===== config.mk =====
export PLATFORM = sky130hd
export DESIGN_NAME = pin_lock_regs
export DESIGN_NICKNAME = d
export VERILOG_FILES = /design/src/rtl/pin_lock_pkg.sv /design/src/rtl/pin_lock_decode.sv /design/src/rtl/pin_lock_arm.sv /design/src/rtl/pin_lock_bank.sv /design/src/rtl/pin_lock_regs.sv
export SDC_FILE = /design/constraint.sdc
export NUM_CORES = 1
export LEC_CHECK = 0
export ABC_AREA = 1
export BUFFER_PORTS_ARGS = -buffer_cell sky130_fd_sc_hd__buf_2
export CELL_PAD_IN_SITES_DETAIL_PLACEMENT = 2
export CELL_PAD_IN_SITES_GLOBAL_PLACEMENT = 2
export CORE_MARGIN = 2
export CORE_UTILIZATION = 31
export DETAILED_ROUTE_END_ITERATION = 6
export PLACE_DENSITY_LB_ADDON = 0.12
export SLEW_MARGIN = 0
export SYNTH_ARGS = -nofsm -noshare
export SYNTH_HDL_FRONTEND = slang
export SYNTH_SLANG_ARGS = --single-unit

===== constraint.sdc =====
create_clock -name clk -period 3.1 [get_ports clk]
set_clock_uncertainty 0.05 [all_clocks]
set_input_delay 0.465 -clock clk [delete_from_list [all_inputs] [get_ports clk]]
set_output_delay 0.465 -clock clk [all_outputs]
set_load 0.03 [all_outputs]

===== src/rtl/pin_lock_pkg.sv =====
// Package: shared word type and fixed constants of the keyed pin lock block.
// Assumes the lock words and the key are 32 bits wide.
package pin_lock_pkg;
    localparam int unsigned WORD_W    = 32;
    localparam int unsigned MAX_BANKS = 8;
    typedef logic [WORD_W-1:0] word_t;
    localparam word_t ALL_LOCKED = '1;
endpackage


===== src/rtl/pin_lock_decode.sv =====
// Address decoder: flags a hit on the password register and on each
// implemented bank lock word. Assumes exact byte addresses (word aligned).
module pin_lock_decode #(
    parameter int unsigned NUM_BANKS = 8,
    parameter int unsigned ADDR_W    = 12,
    parameter logic [ADDR_W-1:0] KEY_ADDR  = 12'h520,
    parameter logic [ADDR_W-1:0] LOCK_BASE = 12'h500
) (
    input  logic [ADDR_W-1:0]    addr,
    output logic                 key_hit,
    output logic [NUM_BANKS-1:0] bank_hit
);
    // Password register address compare.
    assign key_hit = (addr == KEY_ADDR);

    // One compare per implemented bank word.
    for (genvar b = 0; b < NUM_BANKS; b++) begin : g_bank_dec
        localparam logic [ADDR_W-1:0] BANK_ADDR = LOCK_BASE + ADDR_W'(4 * b);
        assign bank_hit[b] = (addr == BANK_ADDR);
    end
endmodule


===== src/rtl/pin_lock_arm.sv =====
// Arming flop: set by a key write to the password register, cleared by
// every other write, held while the bus is idle. Assumes one write per strobe.
module pin_lock_arm #(
    parameter logic [31:0] KEY = 32'h00A5_A501
) (
    input  logic        clk,
    input  logic        rst_n,
    input  logic        wr_en,
    input  logic        key_hit,
    input  logic [31:0] wdata,
    output logic        armed
);
    // Track whether the previous write was the key.
    always_ff @(posedge clk) begin
        if (!rst_n) begin
            armed <= 1'b0;
        end else if (wr_en) begin
            armed <= key_hit && (wdata == KEY);
        end
    end
endmodule


===== src/rtl/pin_lock_bank.sv =====
// One bank lock word: loads on a granted write, resets to all locked.
// Assumes load is already qualified by the arming state.
module pin_lock_bank
    import pin_lock_pkg::*;
(
    input  logic  clk,
    input  logic  rst_n,
    input  logic  load,
    input  word_t wdata,
    output word_t word
);
    // Hold or replace the bank's lock bits.
    always_ff @(posedge clk) begin
        if (!rst_n) begin
            word <= ALL_LOCKED;
        end else if (load) begin
            word <= wdata;
        end
    end
endmodule


===== src/rtl/pin_lock_regs.sv =====
// Keyed pin lock register bank (top). Holds NUM_BANKS lock words of 32 pins.
// A bank word changes only on the write that immediately follows the key
// write to the password register. Assumes 1 <= NUM_BANKS <= 8.
module pin_lock_regs
    import pin_lock_pkg::*;
#(
    parameter int unsigned NUM_BANKS = 8,
    parameter int unsigned ADDR_W    = 12,
    parameter logic [ADDR_W-1:0] KEY_ADDR  = 12'h520,
    parameter logic [ADDR_W-1:0] LOCK_BASE = 12'h500,
    parameter logic [31:0]       KEY       = 32'h00A5_A501
) (
    input  logic                        clk,
    input  logic                        rst_n,
    input  logic                        wr_en,
    input  logic [ADDR_W-1:0]           addr,
    input  logic [31:0]                 wdata,
    output logic [31:0]                 rdata,
    output logic [NUM_BANKS*WORD_W-1:0] lock_vec
);
    localparam int unsigned VEC_W = NUM_BANKS * WORD_W;

    logic                 key_hit;
    logic [NUM_BANKS-1:0] bank_hit;
    logic                 armed_q;
    word_t                words [NUM_BANKS];

    pin_lock_decode #(
        .NUM_BANKS(NUM_BANKS), .ADDR_W(ADDR_W),
        .KEY_ADDR(KEY_ADDR), .LOCK_BASE(LOCK_BASE)
    ) u_dec (
        .addr(addr), .key_hit(key_hit), .bank_hit(bank_hit)
    );

    pin_lock_arm #(.KEY(KEY)) u_arm (
        .clk(clk), .rst_n(rst_n), .wr_en(wr_en),
        .key_hit(key_hit), .wdata(wdata), .armed(armed_q)
    );

    // One register per bank, loaded only on an armed write to its address.
    for (genvar b = 0; b < NUM_BANKS; b++) begin : g_bank
        pin_lock_bank u_bank (
            .clk(clk), .rst_n(rst_n),
            .load(wr_en && armed_q && bank_hit[b]),
            .wdata(wdata), .word(words[b])
        );
        assign lock_vec[b*WORD_W +: WORD_W] = words[b];
    end

    // Read mux: addressed bank word, zero elsewhere.
    always_comb begin
        rdata = '0;
        for (int b = 0; b < NUM_BANKS; b++) begin
            if (bank_hit[b]) rdata = words[b];
        end
    end

    logic unused_w;
    assign unused_w = (VEC_W == 0);
endmodule


* After elaboration in Yosys (flattened, before gate mapping)
Cells that the tools add are included.
** Operators by class
- Multiplexer cells :: 8
- Reduce and logical (&&, ||, !) cells :: 10
- Equal/unequal tests :: 10
** Operator list (count)
- $mux 32 :: 8
- $eq 12x11->1 const B :: 9
- $eq 32x24->1 const B :: 1
- $logic_and 1x1->1 :: 10
** Word-level totals
- Output and inout bits :: 288
- Register bits after elaboration :: 257
- Input bits :: 47

* Longest topological paths before layout
Gate-level depths: netlist of the first run.
- Depth in word-level cells :: 9
- Depth in mapped cells :: 13
- Mapped depth without buffers :: 12

* Cells and area by module
From an unflattened synthesis of the first run, not the netlist that was laid out.
** Unflattened totals
- Cell total of the unflattened synthesis :: 1840
- Area, all modules :: 13297.8 µm²
** Modules (own cells, without submodules)
- pin_lock_bank :: sequential area each 640.6 µm², area each 1213.7 µm², instances 8, cells an instance 139
- pin_lock_regs :: sequential area each 0.0 µm², area each 3223.1 µm², instances 1, cells an instance 646
- pin_lock_arm :: sequential area each 20.0 µm², area each 200.2 µm², instances 1, cells an instance 45
- pin_lock_decode :: sequential area each 0.0 µm², area each 165.2 µm², instances 1, cells an instance 37

* Worst setup path before layout of the first run
No wires, ideal clock.
- Path kind :: input to output
- From :: input addr[11]
- To :: output rdata[18]
- Data arrival time :: 1902 ps
- Path slack :: 683 ps
- Required time :: 2585 ps
- Cell stages on the path :: 9
- Cells stage by stage :: nor2_2 -> nand2_4 -> buf_6 -> nor2_1 -> nand3_1 -> inv_1 -> buf_4 -> a31oi_1 -> a21oi_1
** Between the ends
- Word-level cells in the longest chain between the ends :: 9
- Elaborated cells on any way between the ends :: 16
- Classes of those cells :: eq/ne: 8; mux: 8
** RTL lines
- from (decl) :: line pin_lock_regs.sv:16 : input logic [ADDR_W-1:0] addr,
- $eq 12x11->1 :: line pin_lock_decode.sv:19 : assign bank_hit[b] = (addr == BANK_ADDR);
- $mux 32 (7 in series) :: line pin_lock_regs.sv:54 : if (bank_hit[b]) rdata = words[b];
- $mux 32 (*) :: line pin_lock_regs.sv:54
- to (decl) :: line pin_lock_regs.sv:18 : output logic [31:0] rdata,
Every way passes the cells marked *; elsewhere a longest branch is shown, timed or not.

* Final worst setup path of the first run
- From :: input addr[0]
- To :: output rdata[15]
The elaborated chain is that of the path after synthesis.

==> results.yml, run 1 <==
setup_path:
  crit_arrival_ns: 2.51
  cpPeakStageDelay_ns: 0.30
  worst_ep_required_time_ns: 2.58
  regToRegStartpoint: "u_arm.armed"
  timing.critical_path.cells: "buf_2 > inv_1 > nand2_1 > nor2_4 > nand2_2 > nor3_4 > clkinvlp_4 > buf_4 > or2_2 > nand2_1 > nand3_1 > buf_2"
  startpoint_type: "input pin"
  worstReg2RegEnd: "g_bank[3].u_bank.word[26]"
  timing.setup.critical_path_class: "input pin to output port"
  cp_endpoint_kind: "output port"
  crit_path_max_fanout: 9
  slowest_stage: "nor3_4"
  r2r_setup_slack_ns: 1.27
  r2r_cells: 5
timing:
  timing.final.max_slew_violations: 0
  portion_of_the_clock_cycle_consumed_by_the_worst_path_in_the_final_layout_pct: 97.5
  worst_pin_slew_ns: 1.16
  finalHoldViolCount: 0
  timing.final.setup_violations: 0
  finalHoldWorstSlack_ns: 0.241
  worst_slew_margin_rel_pct: 22.7
  achievable-frequency_mhz: 331
  minimum_period_implied_by_the_final_worst_setup_slack_ns: 3.02
power_and_ir_drop:
  power.combinational.fraction_pct: 3.3
  swShare_pct: 22.5
  worst_ir_drop_vdd_uv: 394
  sequentialPowerShare_pct: 45.0
  intPower_uw: 5690
  cellPowerDensity_nw_per_um2: 515
  power.net_switching_uw: 1650
  p_leak_uw: 0.00723
  clock_power_share_pct: 51.7
  totalPowerFinal_uw: 7340
layout:
  stdcell_area_um2: 14300
  ff_latch_area_um2: 5140
  layout_commonest_cell: "nand2_1"
  share_of_post_route_cells_with_drive_strength_above_1_pct: 26.4
  finalCoreUtilization_pct: 41.1
  final_net_count: 1770
  layout-area-overhead-vs-synth_pct: 29.9
  most-common-layout-cells: "549 x nand2_1, 333 x buf_2, 257 x dfxtp_1"
  num_antenna_cells: 0
  n_fill_cell: 4046
  multi_input_area_um2: 5040
die:
  die_w_um: 192
  floorplan.core_area_um2: 34700
  ioPinCount: 335
  die_height_um: 192
  die_area_um2: 37000
  initial_core_util_pct: 31.6
  fp-row-count: 68
grt:
  grt_start_max_net_pins: 85
  track_usage_pct: 27.4
  number_of_global_route_vias_before_repair: 12100
  antenna_found_initial: 3
  grt_pass1_wl_um: 76000
  global_route.overflow_total: 0
drt:
  detailedRoute.firstPassIterationCount: 5
  post_drt_via_cell_ratio: 5.27
  drc: 0
  route.vias.total: 11600
  drt-initial-drc-count: 479
  wire_per_inst_um: 23.2
  final_antenna_violating_net_count: 0
  route.final.wire_length_um: 51100
clock_network:
  htree_num_levels: 1
  clock-sinks: 257
  worst_skew_pair.late_latency_ns: 0.56
  cts-root-buf: "clkbuf_16"
  cts_tree: "built"
  clk_pin_slew_ns: 0.06
  cts_inserted_buffers: 30
  ctsLongestPathBuffers: 3
  postCtsHoldBufs: 0
placement:
  buffer_ports.inserted: 334
  gpl.final_weighted_congestion: 0.826
  post-dp-hpwl_um: 37000
  placed_area_um2: 13200
hold_path:
  hp-start: "wdata[4]"
  worstHoldEndpoint: "u_arm.armed"
  hold_class: "input pin to flop"
  worstHoldPathCells: 4
synth:
  ys_types: 28
  postSynthRegisterBits: 257
  yosysWarnings: 0
  synth_nets: 1462
  synth_seq_area_share_pct: 46.8
  synthesis.area_per_instance_um2: 7.76
  synthCells: 1415
  synth_area_um2: 11000
run:
  max_cap_viols: 0
outcome:
  outcome: "finished, final reports clean"
## layout make-up
| cell class | instances | share of cell area [%] |
|---|---|---|
| Clock buffer | 45 | 6.37 |
| Sequential cell | 257 | 36.1 |
| Inverter | 86 | 2.29 |
| Tap cell | 455 | 3.99 |
| Timing Repair Buffer | 375 | 14.9 |
| Clock inverter | 9 | 1.02 |
| Multi-Input combinational cell | 973 | 35.4 |
## cells by family after synthesis
group / Yosys count / share of synthesized area, %
buffers and inverters: 185 / 7.44
DFF: 257 / 46.8
and+or+nand+nor: 692 / 27.1
AOI/OAI and AO/OA: 281 / 18.7
## worst max-delay path: cells and delay by family
| family | cells | cell delay [ns] |
|---|---|---|
| buffers and inverters | 5 | 0.84 |
| and+or+nand+nor | 7 | 1.20 |
## stage by stage
stage          worst slack [ns]  cells  TNS (ns)
6_report                 0.0766   2200         0
5_1_grt                 -0.0177   2200   -0.0613
4_1_cts                  0.0299   2196         0
3_5_place_dp             0.0607   2142         0
3_3_place_gp              0.195   2142         0
2_1_floorplan             0.683   1415         0
## routing by layer
metal  track usage [%]  vias up  wire (um)
met1              31.4     5740      20400
met5                 0        -         36
met3              6.14       86       3000
met4              9.04        6       1850
li1                  -     5457          -
met2              49.9      300      25800
## Yosys cell counts (all sizes together)
cell type / number / area share (%)
dfxtp: 257 / 47
buf: 42 / 2.6
o21ai: 6 / 0.27
nor3: 13 / 1.3
and3: 11 / 0.63
nand2: 560 / 20
nand4: 49 / 2.8
or2: 2 / 0.11
o211ai: 256 / 17
nor4: 2 / 0.11
inv: 65 / 2.2
a21oi: 17 / 0.77
nand3: 24 / 1.2
nor2: 31 / 1.3
a31oi: 1 / 0.057
clkinv: 21 / 0.72
clkbuf: 57 / 1.9
a21boi: 1 / 0.068
## worst max-delay path by stage
stage / cells after the start / slack, ns / start / to
6_report: 12 / 0.08 / addr[0] / rdata[15]
2_1_floorplan: 9 / 0.68 / addr[11] / rdata[18]
3_5_place_dp: 12 / 0.06 / addr[11] / rdata[3]
3_3_place_gp: 12 / 0.20 / addr[11] / rdata[31]
4_1_cts: 12 / 0.03 / addr[11] / rdata[29]
5_1_grt: 13 / -0.02 / addr[0] / rdata[6]
## flip-flops by register name, indices dropped and copies added (netlist names)
signal,count
u_arm.armed,1
g_bank.u_bank.word,256
## power groups by stage
stage | Clock (uW) | Combinational [uW] | Sequential (uW)
2_1_floorplan | 0 | 111 | 3380
3_3_place_gp | 0 | 244 | 3380
3_5_place_dp | 0 | 247 | 3380
4_1_cts | 3850 | 247 | 3300
5_1_grt | 4010 | 260 | 3300
6_report | 3790 | 244 | 3300
## timing repair
item	in CTS	in global routing
resized for setup	0	2
setup buffers	0	4
setup endpoints to repair	0	12
Power figures use the tool's default switching activity.
==> run 2, diff against run 1 <==
--- a/config.mk
+++ b/config.mk
@@ -13,6 +13,7 @@
 export CORE_UTILIZATION = 31
 export DETAILED_ROUTE_END_ITERATION = 6
 export PLACE_DENSITY_LB_ADDON = 0.12
+export SETUP_SLACK_MARGIN = 0.5
 export SLEW_MARGIN = 0
 export SYNTH_ARGS = -nofsm -noshare
 export SYNTH_HDL_FRONTEND = slang
==> constraint.sdc (replaced) <==
create_clock -name clk -period 3.1 [get_ports clk]
set_clock_uncertainty 0.05 [all_clocks]
set_input_delay 0.31 -clock clk [delete_from_list [all_inputs] [get_ports clk]]
set_output_delay 0.31 -clock clk [all_outputs]
set_load 0.03 [all_outputs]
==> run 2 against run 1 <==
Effect of this change: power rose by 2.2%; setup slack improved by 0.53 ns; sequential share of layout area fell by 0.42 points; sequential cell count did not move; cell count rose by 0.27%; core utilization rose by 0.48 points; via count rose by 0.52%; final area rose by 1.2%; die area did not move; fmax rose by 21%; count of clock-buffer cells in the layout fell by 2; clock power rose by 4%; critical endpoint is now rdata[25].
==> results.yml, run 2 (synthesized netlist as in run 1, its figures left out) <==
grt:
  grt_start_max_net_pins: 99
  antenna_found_initial: 0
  grt_pass1_wl_um: 75300
  global_route.overflow_total: 0
  track_usage_pct: 27.1
  number_of_global_route_vias_before_repair: 12000
setup_path:
  timing.critical_path.cells: "buf_2 > nor2_4 > nand2_4 > nor3_4 > buf_6 > nand2_1 > and3_1 > nand4_1 > nand2_1 > nand2_1 > buf_2"
  slowest_stage: "nor3_4"
  cpPeakStageDelay_ns: 0.27
  r2r_cells: 5
  critical_path.n_buffers_inverters: 3
  regToRegStartpoint: "u_arm.armed"
  cp_endpoint_kind: "output port"
  critPathMostFrequentCell: "nand2_1"
  critical-path-top-delay-family: "simple AND/OR/NAND/NOR gates"
  r2r_setup_slack_ns: 1.27
  crit_arrival_ns: 2.14
  worst_ep_required_time_ns: 2.74
  crit_path_max_fanout: 16
  timing.setup.critical_path_class: "input pin to output port"
  worstReg2RegEnd: "g_bank[3].u_bank.word[30]"
  startpoint_type: "input pin"
clock_network:
  postCtsHoldBufs: 0
  clock-sinks: 257
  ctsLongestPathBuffers: 3
  cts_inserted_buffers: 31
  worst_skew_pair.late_latency_ns: 0.56
  cts_tree: "built"
  clk_pin_slew_ns: 0.06
  htree_num_levels: 1
  cts-root-buf: "clkbuf_16"
drt:
  final_antenna_violating_net_count: 0
  post_drt_via_cell_ratio: 5.28
  wire_per_inst_um: 23.4
  route.final.wire_length_um: 51600
  route.vias.total: 11600
  detailedRoute.firstPassIterationCount: 5
  drt-initial-drc-count: 506
  drc: 0
outcome:
  outcome: "finished, final reports clean"
timing:
  achievable-frequency_mhz: 400
  timing.final.setup_violations: 0
  portion_of_the_clock_cycle_consumed_by_the_worst_path_in_the_final_layout_pct: 80.6
  setup_total_negative_slack_ns: 0
  worst_pin_slew_ns: 1.14
  timing.final.max_slew_violations: 0
  minimum_period_implied_by_the_final_worst_setup_slack_ns: 2.50
  worst_slew_margin_rel_pct: 24.1
  rsz_0062_raised_after_global_routing: "no"
  finalHoldViolCount: 0
placement:
  gpl.final_weighted_congestion: 0.837
  buffer_ports.inserted: 334
  post-dp-hpwl_um: 36900
layout:
  most-common-layout-cells: "548 x nand2_1, 332 x buf_2, 257 x dfxtp_1"
  layout_commonest_cell: "nand2_1"
  final_net_count: 1775
  max_flop_register: "g_bank.u_bank.word"
  share_of_post_route_cells_with_drive_strength_above_1_pct: 27.1
  biggestRegsByFlops: "g_bank.u_bank.word x256, u_arm.armed x1"
  finalCoreUtilization_pct: 41.6
  num_antenna_cells: 0
  layout-area-overhead-vs-synth_pct: 31.4
  n_fill_cell: 4066
  largest_register_ff_count: 256
hold_path:
  hold_class: "input pin to flop"
  worstHoldEndpoint: "u_arm.armed"
  hp-start: "wdata[4]"
  worstHoldPathCells: 4
power_and_ir_drop:
  sequentialPowerShare_pct: 44.0
  clock_power_share_pct: 52.6
  power.combinational.fraction_pct: 3.4
  p_leak_uw: 0.00730
  worst_ir_drop_vdd_uv: 388
  power.net_switching_uw: 1680
  swShare_pct: 22.5
  cellPowerDensity_nw_per_um2: 520
  intPower_uw: 5820
die:
  die_height_um: 192
  die_w_um: 192
  fp-row-count: 68
  floorplan.core_area_um2: 34700
  die_area_um2: 37000
  initial_core_util_pct: 31.6
  ioPinCount: 335
run:
  max_cap_viols: 0
==> run 2: final cells by class <==
cell class	count	area [um2]	area share [%]
clock buffers	43	881	6.10
multi-input cells	973	5110	35.4
well taps	455	569	3.94
clock inverters	13	218	1.51
repair inverters	1	7.51	0.0520
inverters	86	332	2.30
flip-flops and latches	257	5140	35.6
repair buffers	378	2170	15.0
==> run 2: power by group through the flow <==
stage	combinational (uW)	sequential, uW	clock, uW
after CTS	246	3300	4020
after floorplan	111	3380	0
after detailed placement	246	3380	0
after global placement	244	3380	0
final	254	3300	3940
after global routing	270	3300	4170
==> run 2: repair_timing <==
| action | 4_1_cts | 5_1_grt |
|---|---|---|
| endpoints found under the hold margin | 0 | 0 |
| gates cloned | 0 | 2 |
| resized for setup | 4 | 23 |
| buffers inserted | 4 | 6 |
| setup endpoints to repair | 21 | 20 |
| pin swaps | 1 | 3 |
==> run 2: worst max-delay path by stage <==
stage / start / end / slack (ns) / depth (start not counted)
6_report: addr[7] / rdata[25] / 0.60 / 11
2_1_floorplan: addr[11] / rdata[18] / 0.99 / 9
4_1_cts: addr[11] / rdata[25] / 0.49 / 11
5_1_grt: addr[0] / rdata[13] / 0.48 / 15
3_5_place_dp: addr[4] / rdata[8] / 0.35 / 14
3_3_place_gp: addr[4] / rdata[15] / 0.38 / 14
==> run 2: metal layers <==
layer | wire length (um) | vias up | track usage (%)
met5 | 0 | - | 0
met4 | 1610 | 0 | 8.60
met3 | 3320 | 76 | 5.96
met2 | 26400 | 313 | 49.5
met1 | 20200 | 5791 | 31.3
li1 | - | 5469 | -
==> run 2: metrics by stage <==
step / hold WS, ns / std cells / total power [uW] / setup WS (ns) / instance area, um2
after CTS: 0.0362 / 2198 / 7570 / 0.493 / 14200
final: 0.0529 / 2206 / 7500 / 0.603 / 14400
after global placement: 0.414 / 2138 / 3620 / 0.375 / 13100
after detailed placement: 0.427 / 2138 / 3620 / 0.349 / 13100
after floorplan: 0.401 / 1415 / 3490 / 0.993 / 11000
after global routing: 0.0729 / 2206 / 7740 / 0.477 / 14400
==> run 2: worst reg2reg max path: stages, from the launching register on <==
cell      delay [ns]
dfxtp_1         0.31
nand2_1         0.13
nor2_1          0.09
inv_2           0.82
nand2_1         0.19
o211ai_1        0.14
